--- config.mk ---
export PLATFORM = sky130hd
export DESIGN_NAME = nib_regfile
export DESIGN_NICKNAME = d
export VERILOG_FILES = /design/src/rtl/nib_pkg.sv /design/src/rtl/nib_acc_unit.sv /design/src/rtl/nib_stack_pair.sv /design/src/rtl/nib_status_unit.sv /design/src/rtl/nib_regfile.sv
export SDC_FILE = /design/constraint.sdc
export NUM_CORES = 1
export LEC_CHECK = 0
export BUFFER_PORTS_ARGS = -buffer_cell sky130_fd_sc_hd__buf_2
export CAP_MARGIN = 20
export CELL_PAD_IN_SITES_DETAIL_PLACEMENT = 0
export CELL_PAD_IN_SITES_GLOBAL_PLACEMENT = 1
export CORE_MARGIN = 2
export CORE_UTILIZATION = 38
export DETAILED_ROUTE_END_ITERATION = 8
export PLACE_DENSITY_LB_ADDON = 0.1
export SKIP_CTS_REPAIR_TIMING = 1
export SKIP_LAST_GASP = 1
export SLEW_MARGIN = 0
export SYNTH_ARGS = -nofsm -noshare
export SYNTH_HDL_FRONTEND = slang
export SYNTH_SLANG_ARGS = --single-unit
export TNS_END_PERCENT = 20
--- constraint.sdc ---
create_clock -name clk -period 1.28 [get_ports clk]
set_input_delay 0.064 -clock clk [delete_from_list [all_inputs] [get_ports clk]]
set_output_delay 0.064 -clock clk [all_outputs]
set_load 0.005 [all_outputs]
--- src/rtl/nib_pkg.sv ---
// Shared command codes and widths for the nibble register file.
// Assumes one command per cycle, chosen by the instruction sequencer.
package nib_pkg;
    localparam int NIB_W = 4;
    localparam int CMD_W = 4;

    typedef enum logic [CMD_W-1:0] {
        CMD_NOP    = 4'd0,
        CMD_WR_A   = 4'd1,
        CMD_WR_B   = 4'd2,
        CMD_WR_X   = 4'd3,
        CMD_WR_Y   = 4'd4,
        CMD_XCH_X  = 4'd5,
        CMD_XCH_Y  = 4'd6,
        CMD_ROT_L  = 4'd7,
        CMD_ROT_R  = 4'd8,
        CMD_C_SET  = 4'd9,
        CMD_C_CLR  = 4'd10,
        CMD_C_TEST = 4'd11,
        CMD_ST_LD  = 4'd12,
        CMD_COND   = 4'd13
    } nib_cmd_e;
endpackage

--- src/rtl/nib_acc_unit.sv ---
// Accumulator and carry flag. Loads ALU result and overflow, rotates the
// {A, carry} chain either way, and sets or clears carry on command.
// Assumes: cmd is a valid command code or an unused code, which holds state.
module nib_acc_unit
    import nib_pkg::*;
#(
    parameter int W = NIB_W
) (
    input  logic         clk,
    input  logic         rst_n,
    input  nib_cmd_e     cmd,
    input  logic [W-1:0] res,
    input  logic         ovf,
    output logic [W-1:0] a_q,
    output logic         c_q
);
    // Update accumulator and carry according to the command
    always_ff @(posedge clk) begin
        if (!rst_n) begin
            a_q <= '0;
            c_q <= 1'b0;
        end else begin
            case (cmd)
                CMD_WR_A:  begin a_q <= res; c_q <= ovf; end
                CMD_ROT_L: {c_q, a_q} <= {a_q, c_q};
                CMD_ROT_R: {c_q, a_q} <= {a_q[0], c_q, a_q[W-1:1]};
                CMD_C_SET: c_q <= 1'b1;
                CMD_C_CLR: c_q <= 1'b0;
                default:   ;
            endcase
        end
    end


    acc_reset_chk: assert property (@(posedge clk)
        !rst_n |=> (a_q == '0 && !c_q));

    acc_load_chk: assert property (@(posedge clk) disable iff (!rst_n)
        cmd == CMD_WR_A |=> (a_q == $past(res) && c_q == $past(ovf)));

    rot_left_chk: assert property (@(posedge clk) disable iff (!rst_n)
        cmd == CMD_ROT_L |=> (c_q == $past(a_q[W-1]) && a_q[0] == $past(c_q)));

    rot_right_chk: assert property (@(posedge clk) disable iff (!rst_n)
        cmd == CMD_ROT_R |=> (c_q == $past(a_q[0]) && a_q[W-1] == $past(c_q)));

    carry_set_chk: assert property (@(posedge clk) disable iff (!rst_n)
        cmd == CMD_C_SET |=> (c_q && $stable(a_q)));
endmodule

--- src/rtl/nib_stack_pair.sv ---
// One working register with a shadow stack register. The working register
// loads the ALU result on its load command; the exchange command swaps the
// two in one edge. The stack register changes only on exchange.
// Assumes: load and exchange codes differ.
module nib_stack_pair
    import nib_pkg::*;
#(
    parameter int       W       = NIB_W,
    parameter nib_cmd_e LOAD_OP = CMD_WR_X,
    parameter nib_cmd_e XCH_OP  = CMD_XCH_X
) (
    input  logic         clk,
    input  logic         rst_n,
    input  nib_cmd_e     cmd,
    input  logic [W-1:0] res,
    output logic [W-1:0] work_q,
    output logic [W-1:0] stk_q
);
    // Load or swap the pair
    always_ff @(posedge clk) begin
        if (!rst_n) begin
            work_q <= '0;
            stk_q  <= '0;
        end else if (cmd == XCH_OP) begin
            work_q <= stk_q;
            stk_q  <= work_q;
        end else if (cmd == LOAD_OP) begin
            work_q <= res;
        end
    end


    swap_chk: assert property (@(posedge clk) disable iff (!rst_n)
        cmd == XCH_OP |=> (work_q == $past(stk_q) && stk_q == $past(work_q)));

    stack_hold_chk: assert property (@(posedge clk) disable iff (!rst_n)
        cmd != XCH_OP |=> $stable(stk_q));

    work_load_chk: assert property (@(posedge clk) disable iff (!rst_n)
        cmd == LOAD_OP |=> work_q == $past(res));
endmodule

--- src/rtl/nib_status_unit.sv ---
// Status flag and conditional-execute decision. Status loads from the
// status source or from carry. A conditional command executes only with
// status 1; with status 0 it is skipped and status returns to 1.
// Assumes: exec_o is used by the sequencer in the cycle the command is held.
module nib_status_unit
    import nib_pkg::*;
(
    input  logic     clk,
    input  logic     rst_n,
    input  nib_cmd_e cmd,
    input  logic     carry,
    input  logic     st_src,
    output logic     s_q,
    output logic     exec_o
);
    logic is_cond;

    // Decode the conditional command
    always_comb is_cond = (cmd == CMD_COND);

    // Execute decision follows the held status
    always_comb exec_o = is_cond && s_q;

    // Update status flag
    always_ff @(posedge clk) begin
        if (!rst_n) begin
            s_q <= 1'b1;
        end else begin
            case (cmd)
                CMD_ST_LD:  s_q <= st_src;
                CMD_C_TEST: s_q <= carry;
                CMD_COND:   s_q <= 1'b1;
                default:    ;
            endcase
        end
    end


    status_reset_chk: assert property (@(posedge clk) !rst_n |=> s_q);

    skip_restore_chk: assert property (@(posedge clk) disable iff (!rst_n)
        (is_cond && !exec_o) |=> s_q);

    exec_only_cond_chk: assert property (@(posedge clk) disable iff (!rst_n)
        !is_cond |-> !exec_o);

    ctest_chk: assert property (@(posedge clk) disable iff (!rst_n)
        cmd == CMD_C_TEST |=> s_q == $past(carry));

    stload_chk: assert property (@(posedge clk) disable iff (!rst_n)
        cmd == CMD_ST_LD |=> s_q == $past(st_src));
endmodule

--- src/rtl/nib_regfile.sv ---
// Top of the nibble register file: accumulator/carry, B register, the X and
// Y pairs with their stack registers, and the status/skip logic.
// Assumes: one command per cycle; ALU result and status source are valid
// with the command.
module nib_regfile
    import nib_pkg::*;
(
    input  logic             clk,
    input  logic             rst_n,
    input  logic [CMD_W-1:0] cmd_i,
    input  logic [NIB_W-1:0] alu_res_i,
    input  logic             alu_ovf_i,
    input  logic             st_i,
    output logic [NIB_W-1:0] a_o,
    output logic [NIB_W-1:0] b_o,
    output logic [NIB_W-1:0] x_o,
    output logic [NIB_W-1:0] spx_o,
    output logic [NIB_W-1:0] y_o,
    output logic [NIB_W-1:0] spy_o,
    output logic             c_o,
    output logic             s_o,
    output logic             exec_o
);
    localparam int PAIRS = 2;
    localparam nib_cmd_e LOAD_CODES [PAIRS] = '{CMD_WR_X, CMD_WR_Y};
    localparam nib_cmd_e XCH_CODES  [PAIRS] = '{CMD_XCH_X, CMD_XCH_Y};

    nib_cmd_e         cmd_e;
    logic [NIB_W-1:0] work_w [PAIRS];
    logic [NIB_W-1:0] stk_w  [PAIRS];
    logic [NIB_W-1:0] b_q;

    // Interpret the raw command bits
    always_comb cmd_e = nib_cmd_e'(cmd_i);

    nib_acc_unit #(.W(NIB_W)) u_acc (
        .clk(clk), .rst_n(rst_n), .cmd(cmd_e),
        .res(alu_res_i), .ovf(alu_ovf_i),
        .a_q(a_o), .c_q(c_o)
    );

    for (genvar p = 0; p < PAIRS; p++) begin : g_pair
        nib_stack_pair #(
            .W(NIB_W), .LOAD_OP(LOAD_CODES[p]), .XCH_OP(XCH_CODES[p])
        ) u_pair (
            .clk(clk), .rst_n(rst_n), .cmd(cmd_e), .res(alu_res_i),
            .work_q(work_w[p]), .stk_q(stk_w[p])
        );
    end

    nib_status_unit u_stat (
        .clk(clk), .rst_n(rst_n), .cmd(cmd_e), .carry(c_o),
        .st_src(st_i), .s_q(s_o), .exec_o(exec_o)
    );

    // B register: sub-accumulator loaded from the ALU result
    always_ff @(posedge clk) begin
        if (!rst_n)                b_q <= '0;
        else if (cmd_e == CMD_WR_B) b_q <= alu_res_i;
    end

    // Route pair outputs to named ports
    always_comb begin
        b_o   = b_q;
        x_o   = work_w[0];
        spx_o = stk_w[0];
        y_o   = work_w[1];
        spy_o = stk_w[1];
    end


    idle_hold_chk: assert property (@(posedge clk) disable iff (!rst_n)
        (cmd_i == 4'd0 || cmd_i == 4'd14 || cmd_i == 4'd15) |=>
        ($stable(a_o) && $stable(b_o) && $stable(x_o) && $stable(y_o) &&
         $stable(c_o) && $stable(s_o)));

    b_load_chk: assert property (@(posedge clk) disable iff (!rst_n)
        cmd_e == CMD_WR_B |=> (b_o == $past(alu_res_i) && $stable(a_o)));
endmodule

==> results, run 1 <==
- The share of cells above drive strength 1 is 31.7%.
- The antenna violation net count after detailed routing is 0.
- The number of antenna violations at the first check in global routing was 0.
- For this run, the slowest stage of the critical path takes 370 ps.
- The total nets after synthesis is 152.
- The DRC violation count after routing is 0.
- The number of max-slew violations in the final report is 0.
- The Yosys step of the flow raised 0 warnings.
- The synthesized design contains 26 register bits.
- The worst-skew pair later-pin latency is 310 ps.
- The register clock-pin slew on the reported worst setup and hold paths is 150 ps.
- The biggest area contributor in the post-synthesis netlist is sky130_fd_sc_hd__dfxtp_1.
- In the final routed layout, each cell accounts on average for 13.7 µm.
- The setup slack on the worst flop-to-flop path is 380 ps.
- Dividing the detail-routed via count by the number of cells gives 5.12.
- After filler insertion, the fill cell instance count of the layout stands at 346.
- After Yosys synthesis, and, or, nand and nor cells account for 23.6% of the synthesized area.
- The die is 63.2 µm tall.
- The count of H-tree levels built during CTS is 1.
- The dominant combinational cell family by area after synthesis is simple AND/OR/NAND/NOR gates.
- The time the worst path needs with I/O delays and setup is 1160 ps.
- After the first detailed-routing iteration, the DRC count stood at 73.
- Entering global routing, the biggest net connects 28 pins.
- The cell area reported after detailed placement is 0.00161 mm².
- After the last flow step, the layout net total stands at 196.
- The total met3 wirelength after detailed routing is 141 µm.
- The first detailed-routing pass ran for 4 iterations.
- VDD sags by at most 578 µV.
- The count of buffers added on input and output ports is 38.
- The mean cell area of the mapped netlist is 9.50 µm².
- The floorplan core area is 0.00334 mm².
- The arithmetic-cell share of the synthesized area counting full adders, half adders and majority gates is 0%.
- The number of distinct library cell variants in the gate-level netlist after synthesis is 33.
- At the end of routability-driven placement, the weighted congestion stood at 0.714.
- The final design area excluding fillers is 0.00165 mm².
- The count of pins on the block boundary is 39.
- Summed over all cells, the static leakage comes to 0.755 nW.
- The synthesized design contains 0 enable-type register cells.
- The worst register-to-register path begins at u_acc.c_q$_SDFFE_PN0P_.
- Power comes to 1.54 mW.
- The number of buffers and inverters on the critical path is 1.
- The worst setup path category is flop to primary output.
- The number of hold violations in the final report is 0.
- The number of clock buffers inserted by TritonCTS is 3.
- The worst register-to-register path ends at u_acc.a_q[3]$_SDFFE_PN0P_.
- Measured in cells, the most critical reg-to-reg path has a length of 3.
- The commonest register cell after synthesis is sky130_fd_sc_hd__dfxtp_1.
- The wire length on met1 is 1450 µm.
- The floorplan step defined a die boundary enclosing 0.00399 mm².
- The largest buffer count on any clock path is 2.
- Traced cell by cell, the critical path runs through nor4bb_1 > buf_2.
- STA puts the critical path data required time at 1220 ps.
- The initial cell density of the core is 39.9%.
- The area share of the leading cell type in the synthesized netlist is 39.1%.
- The number of global-route vias before repair is 1,153.
- For this design the ratio of total power to cell area is 936 mW/mm².
- The worst setup path is launched from a flop.
- The floorplan has 21 rows.
- The sum of met2 wire segment lengths after detailed routing is 1520 µm.
- The multi-input logic area is 752 µm².
- Summing every instance area after synthesis gives 0.00133 mm².
- The fraction of synthesis flops using an asynchronous set or reset pin is 0%.
- The library cells used most frequently in the layout, excluding fill and tap cells, are 38 x sky130_fd_sc_hd__buf_2, 25 x sky130_fd_sc_hd__dfxtp_1, 20 x sky130_fd_sc_hd__mux2i_1, 12 x sky130_fd_sc_hd__nor2b_1, 12 x sky130_fd_sc_hd__buf_4.
- In this run the tightest slew margin relative to its limit is 71.3%.
- The startpoint identified for the worst hold timing path is alu_res_i[2].
- The highest layer touched by signal routing is met4.
- The post-synthesis share of cell area spent on xor and xnor gates is 0.659%.
- The slowest stage of the critical path belongs to the cell sky130_fd_sc_hd__dfxtp_2.
- The worst hold path passes through 3 cells.
- The total area of sequential cells is 522 µm².
- For this run the aggregate overflow at the end of global routing stands at 0.
- The total via count after detailed routing is 1,172.
- 0 antenna diodes ended up in the layout.
- The overall global routing resource usage is 16.8%.
- The clock net in this run drives a total of 26 sinks.
- The wire length after detailed routing is 3130 µm.
- The class of the tightest hold or removal check is input pin to flop.
- The synthesized netlist devotes 17.2% of its cell area to compound gates.
- The flow ran to the end, and the final reports show no timing, DRC or antenna violations.
- The transition time at the pin with the least slew margin is 431 ps.
- The maximum fanout encountered on the critical timing path is 4.
- Setup repair after global routing left no endpoint under its margin.
- At the worst endpoint, the arrival time is 1100 ps.
- The total negative setup slack is 0 ps.
- Leaving out fill and tap cells, the most frequent cell in the layout is sky130_fd_sc_hd__buf_2.
- Timing would allow up to 861 MHz.
- The final worst clock skew is 3.69 ps.
- The worst setup path is captured at a primary output.
- TritonCTS built the clock tree.
- The setup-violating endpoint count in the final report is 0.
- The root buffer cell chosen for the clock tree is sky130_fd_sc_hd__clkbuf_4.
- Across the run, the number of max-cap violations was 0.
- Detailed placement ended at an HPWL of 2320 µm.
- The portion of the post-synthesis area used by sequential elements is 39.1%.
- The cell count after synthesis came out at 140.
- Measured along the x axis, the die boundary spans 63.2 µm.
- The portion of synthesized area spent on multiplexers is 15.1%.
- The worst hold path terminates at b_o[2]$_SDFFE_PN0N_.
- By area the synthesized netlist is led by sky130_fd_sc_hd__dfxtp_1 39%, sky130_fd_sc_hd__mux2i_1 15%, sky130_fd_sc_hd__nor2b_1 5.6%, sky130_fd_sc_hd__nor4b_4 3.6%, sky130_fd_sc_hd__nor2_1 3.1%.
- The critical path's top delay family is flip-flops.
- The worst path uses 90.7% of the clock period.
- The wire length of the first global-routing pass is 5480 µm.
- The layout overhead on the synthesized area is 23.9%.
-- sequential cells by signal, summed over array words and instances (netlist names) --
register / flops
b_o: 4
g_pair.u_pair.stk_q: 8
g_pair.u_pair.work_q: 8
u_acc.c_q: 1
u_acc.a_q: 4
u_stat.s_q: 1
-- per-layer routing --
layer  vias to the layer above  track usage [%]
met5                         -                0
met3                         2             1.96
li1                        598                -
met2                        32             29.5
met1                       540             21.9
met4                         0             3.89
-- cell type report --
cell class                      count  area share (%)
Timing Repair Buffer               50            17.0
Sequential cell                    26            31.7
Clock buffer                        4            2.20
Multi-Input combinational cell    103            45.6
Tap cell                           46            3.49
-- cells by family (layout without fill, tap and decap cells) --
logic type	Yosys count	count (layout)
flip-flops	26	26
AND/OR/NAND/NOR	49	49
buffers and inverters	11	54
XOR/XNOR	1	1
AO/OA/AOI/OAI	33	33
multiplexers	20	20
-- cell usage after synthesis, types with 2 or more instances --
cell	instances
sky130_fd_sc_hd__clkbuf_1	4
sky130_fd_sc_hd__nor4b_4	2
sky130_fd_sc_hd__nor2b_1	12
sky130_fd_sc_hd__nand2b_1	3
sky130_fd_sc_hd__o21ai_0	6
sky130_fd_sc_hd__a21oi_1	7
sky130_fd_sc_hd__nand2_1	10
sky130_fd_sc_hd__o21ai_1	4
sky130_fd_sc_hd__a22oi_1	4
sky130_fd_sc_hd__nor4bb_1	2
sky130_fd_sc_hd__nor2_1	11
sky130_fd_sc_hd__buf_2	4
sky130_fd_sc_hd__dfxtp_1	26
sky130_fd_sc_hd__mux2i_1	20
sky130_fd_sc_hd__o211a_1	4
sky130_fd_sc_hd__o311a_1	4
-- power breakdown --
part	internal, mW	switching (mW)	total (mW)
clock	0.174	0.247	0.420
sequential	0.843	0.0283	0.872
combinational	0.122	0.129	0.251
total	1.14	0.404	1.54
-- tightest hold or removal path: stages --
cell                      delay [ps]
sky130_fd_sc_hd__buf_2           130
sky130_fd_sc_hd__mux2i_1          80
sky130_fd_sc_hd__nor2b_1          90
-- metrics by stage --
stage | util, % | hold WS [ps] | setup WS, ps | std cells
after detailed placement | 48.3 | 418 | 21.6 | 225
after global placement | 48.3 | 406 | 26.5 | 225
after CTS | 49.3 | 74.1 | 55.6 | 229
after global routing | 49.4 | 73.3 | 23.1 | 229
after floorplan | - | 233 | 106 | 140
final | 49.4 | 79.8 | 119 | 229
-- how the worst max path moves through the flow --
stage | slack (ps) | cells past startpoint | endpoint | start
2_1_floorplan | 110 | 5 | u_acc.a_q[2]$_SDFFE_PN0P_ | cmd_i[2]
3_3_place_gp | 30 | 6 | g_pair[0].u_pair.work_q[0]$_SDFFE_PN0P_ | cmd_i[3]
3_5_place_dp | 20 | 5 | u_acc.a_q[2]$_SDFFE_PN0P_ | cmd_i[1]
4_1_cts | 60 | 2 | exec_o | u_stat.s_q$_SDFFE_PN1P_
5_1_grt | 20 | 2 | exec_o | u_stat.s_q$_SDFFE_PN1P_
6_report | 120 | 2 | exec_o | u_stat.s_q$_SDFFE_PN1P_
Power figures use the tool's default switching activity.
==> run 2: changes to the inputs <==
clock period = 1.1 ns   (was 1.28 ns; I/O delays follow)
==> run 2 against run 1 <==
Against the previous run:
- final cell count rose by 3.5%
- clock-buffer cell count unchanged
- critical path type unchanged
- via count is 2.7% higher
- critical path depth unchanged
- critical endpoint unchanged
- sequential power grew 16%
==> results, run 2 (synthesis results as in run 1) <==
- The run finished with clean final reports.
- The layer flagged by global routing as most heavily used is met2.
- The die width was 63.2 µm (unchanged).
- The number of sinks on the clock net is 26 (unchanged).
- For this design, the slowest cell found on the critical path is sky130_fd_sc_hd__dfxtp_2.
- The largest voltage drop on the vdd net came to 631 µV (+9.2%).
- The number of hold violations in the final report is 0 (unchanged).
- The final core area utilization is 51.7% (+2.4 points).
- The wire length of the first global-routing pass is 5470 µm (-0.13%).
- The number of global-route vias before repair is 1,181 (+2.4%).
- The number of max-slew violations in the final report is 0 (unchanged).
- The met3 global-route usage is 2.32% (+0.36 points).
- Leaving out fill and tap cells, the most frequent cells in the layout are 38 x sky130_fd_sc_hd__buf_2, 25 x sky130_fd_sc_hd__dfxtp_1, 20 x sky130_fd_sc_hd__mux2i_1, 20 x sky130_fd_sc_hd__buf_4, 12 x sky130_fd_sc_hd__nor2b_1.
- The worst path required time is 1040 ps (-180 ps).
- The maximum fanout encountered on the critical timing path is 3 (-1).
- The count of pins on the block boundary is 39 (unchanged).
- The max-capacitance violation count is 0 (unchanged).
- The met2 usage in global routing is 30.7% (+1.2 points).
- The number of cell rows is 21 (unchanged).
- The largest registers in the layout are g_pair.u_pair.stk_q x8, g_pair.u_pair.work_q x8.
- The antenna violation net count after detailed routing is 0 (unchanged).
- The worst slew slack as a fraction of its limit is 80.0% (+8.7 points).
- The height of the chip is 63.2 µm (unchanged).
- The setup-violating endpoint count in the final report came to 0 (unchanged).
- The maximum number of pins on one net before global-route repair is 18 (-36%).
- Walking the worst path, the cells encountered are nor4bb_4 > buf_2.
- The most common cell after layout, fill and taps aside is sky130_fd_sc_hd__buf_2.
- The root buffer cell is sky130_fd_sc_hd__clkbuf_4.
- The final weighted congestion in routability-driven placement was 0.755 (+5.8%).
- The number of antenna diodes came to 0 (unchanged).
- The average wire length per cell after detail routing was 13.4 µm (-1.9%).
- The final worst clock skew was 6.21 ps (+2.52 ps).
- The overall global routing resource usage is 17.0% (+0.23 points).
- The post-route fraction of the period consumed by the critical path is 94.3%.
- The endpoint kind of the worst setup timing path is a primary output.
- The arrival time at the worst endpoint is 980 ps (-120 ps).
- The detailed-placement wirelength estimate was 2440 µm (+5.1%).
- The maximum single-stage delay on the critical path is 360 ps (about the same).
- The initial cell density of the core is 39.9% (unchanged).
- The count of H-tree levels built during CTS is 1 (unchanged).
- The share of cells above drive strength 1 is 35.6% (+3.9 points).
- The total congestion overflow after global routing is 0 (unchanged).
- The top achievable clock speed is 964 MHz.
- The transition time at the pin with the least slew margin is 301 ps (-130 ps).
- Setup repair after global routing could not meet its margin everywhere.
- The class of the tightest hold or removal check is input pin to flop.
- The wire length after detailed routing is 3180 µm (+1.5%).
- The largest buffer count on any clock path is 2 (unchanged).
- The floorplan core area is 0.00334 mm² (unchanged).
- The die outline area was 0.00399 mm² (unchanged).
- The mean number of vias per cell is 5.08 (-0.74%).
- The number of clock buffers inserted by TritonCTS is 3 (unchanged).
- The area growth from synthesis to layout is 29.8%.
- The DRC violation count after routing is 0 (unchanged).
- The overall power of the completed layout is 1.81 mW (+17%).
- The register clock-pin slew on the reported worst setup and hold paths is 130 ps (-20 ps).
- The number of buffers inserted by port buffering is 38 (unchanged).
- The startpoint type of the worst setup path is a flop.
- The final-layout worst hold slack came to 77.4 ps (-2.39 ps).
- The power per cell area is 1050 mW/mm² (+12%).
- The total negative setup slack is 0 ps (unchanged).
- The worst-skew pair later-pin latency is 320 ps (about the same).
- The number of nets in the layout was 204 (+4.1%).
- The clock tree from TritonCTS is yes.
- The total via count after detailed routing is 1,204 (+2.7%).
- The met1 usage in global routing is 20.6% (-1.3 points).
- The first-pass iteration count of the detailed router came to 4 (unchanged).
- The worst setup path category is flop to primary output.
- The leakage dissipation is 0.809 nW (+7.1%).
- The routed design could run at a clock period as short as 1040 ps.
- The number of DRC violations after detailed-routing iteration 0 is 55 (-25%).
- The number of antenna violations at the first check in global routing was 0 (unchanged).
## run 2: area by class of cell
cell class,count,area [µm²]
Fill cell,359,1610
Tap cell,46,57.6
Timing Repair Buffer,58,340
Sequential cell,26,522
Multi-Input combinational cell,103,771
Clock buffer,4,36.3
## run 2: metrics by stage
step / setup slack, ps / instances / instance area, µm²
after floorplan: -8.78 / 140 / 1340
after global placement: -74.9 / 232 / 1670
after detailed placement: -90.6 / 232 / 1670
after CTS: -140 / 236 / 1700
after global routing: -29.8 / 237 / 1730
final: 63.1 / 237 / 1730
## run 2: where the power goes
part | switching (mW) | internal [mW]
combinational | 0.157 | 0.164
clock | 0.277 | 0.202
sequential | 0.0312 | 0.981
## run 2: layer usage
metal  vias up  part of all wire [%]
met4         0                  0.60
met3         2                   4.2
met1       565                    44
met5         -                     0
met2        24                    51
li1        613                     -
## run 2: worst max-delay path, delay by kind of cell, from the launching register on
family / cells / cell delay [ps]
buffers and inverters: 1 / 140
and+or+nand+nor: 1 / 170
DFF: 1 / 360
## run 2: worst paths after layout
path | from | to | slack [ps] | cells after the start
max | u_stat.s_q$_SDFFE_PN1P_ | exec_o | 60 | 2
min | alu_res_i[0] | b_o[0]$_SDFFE_PN0N_ | 80 | 3
max reg2reg | u_stat.s_q$_SDFFE_PN1P_ | u_stat.s_q$_SDFFE_PN1P_ | 210 | 3
min reg2reg | b_o[2]$_SDFFE_PN0N_ | b_o[2]$_SDFFE_PN0N_ | 540 | 2
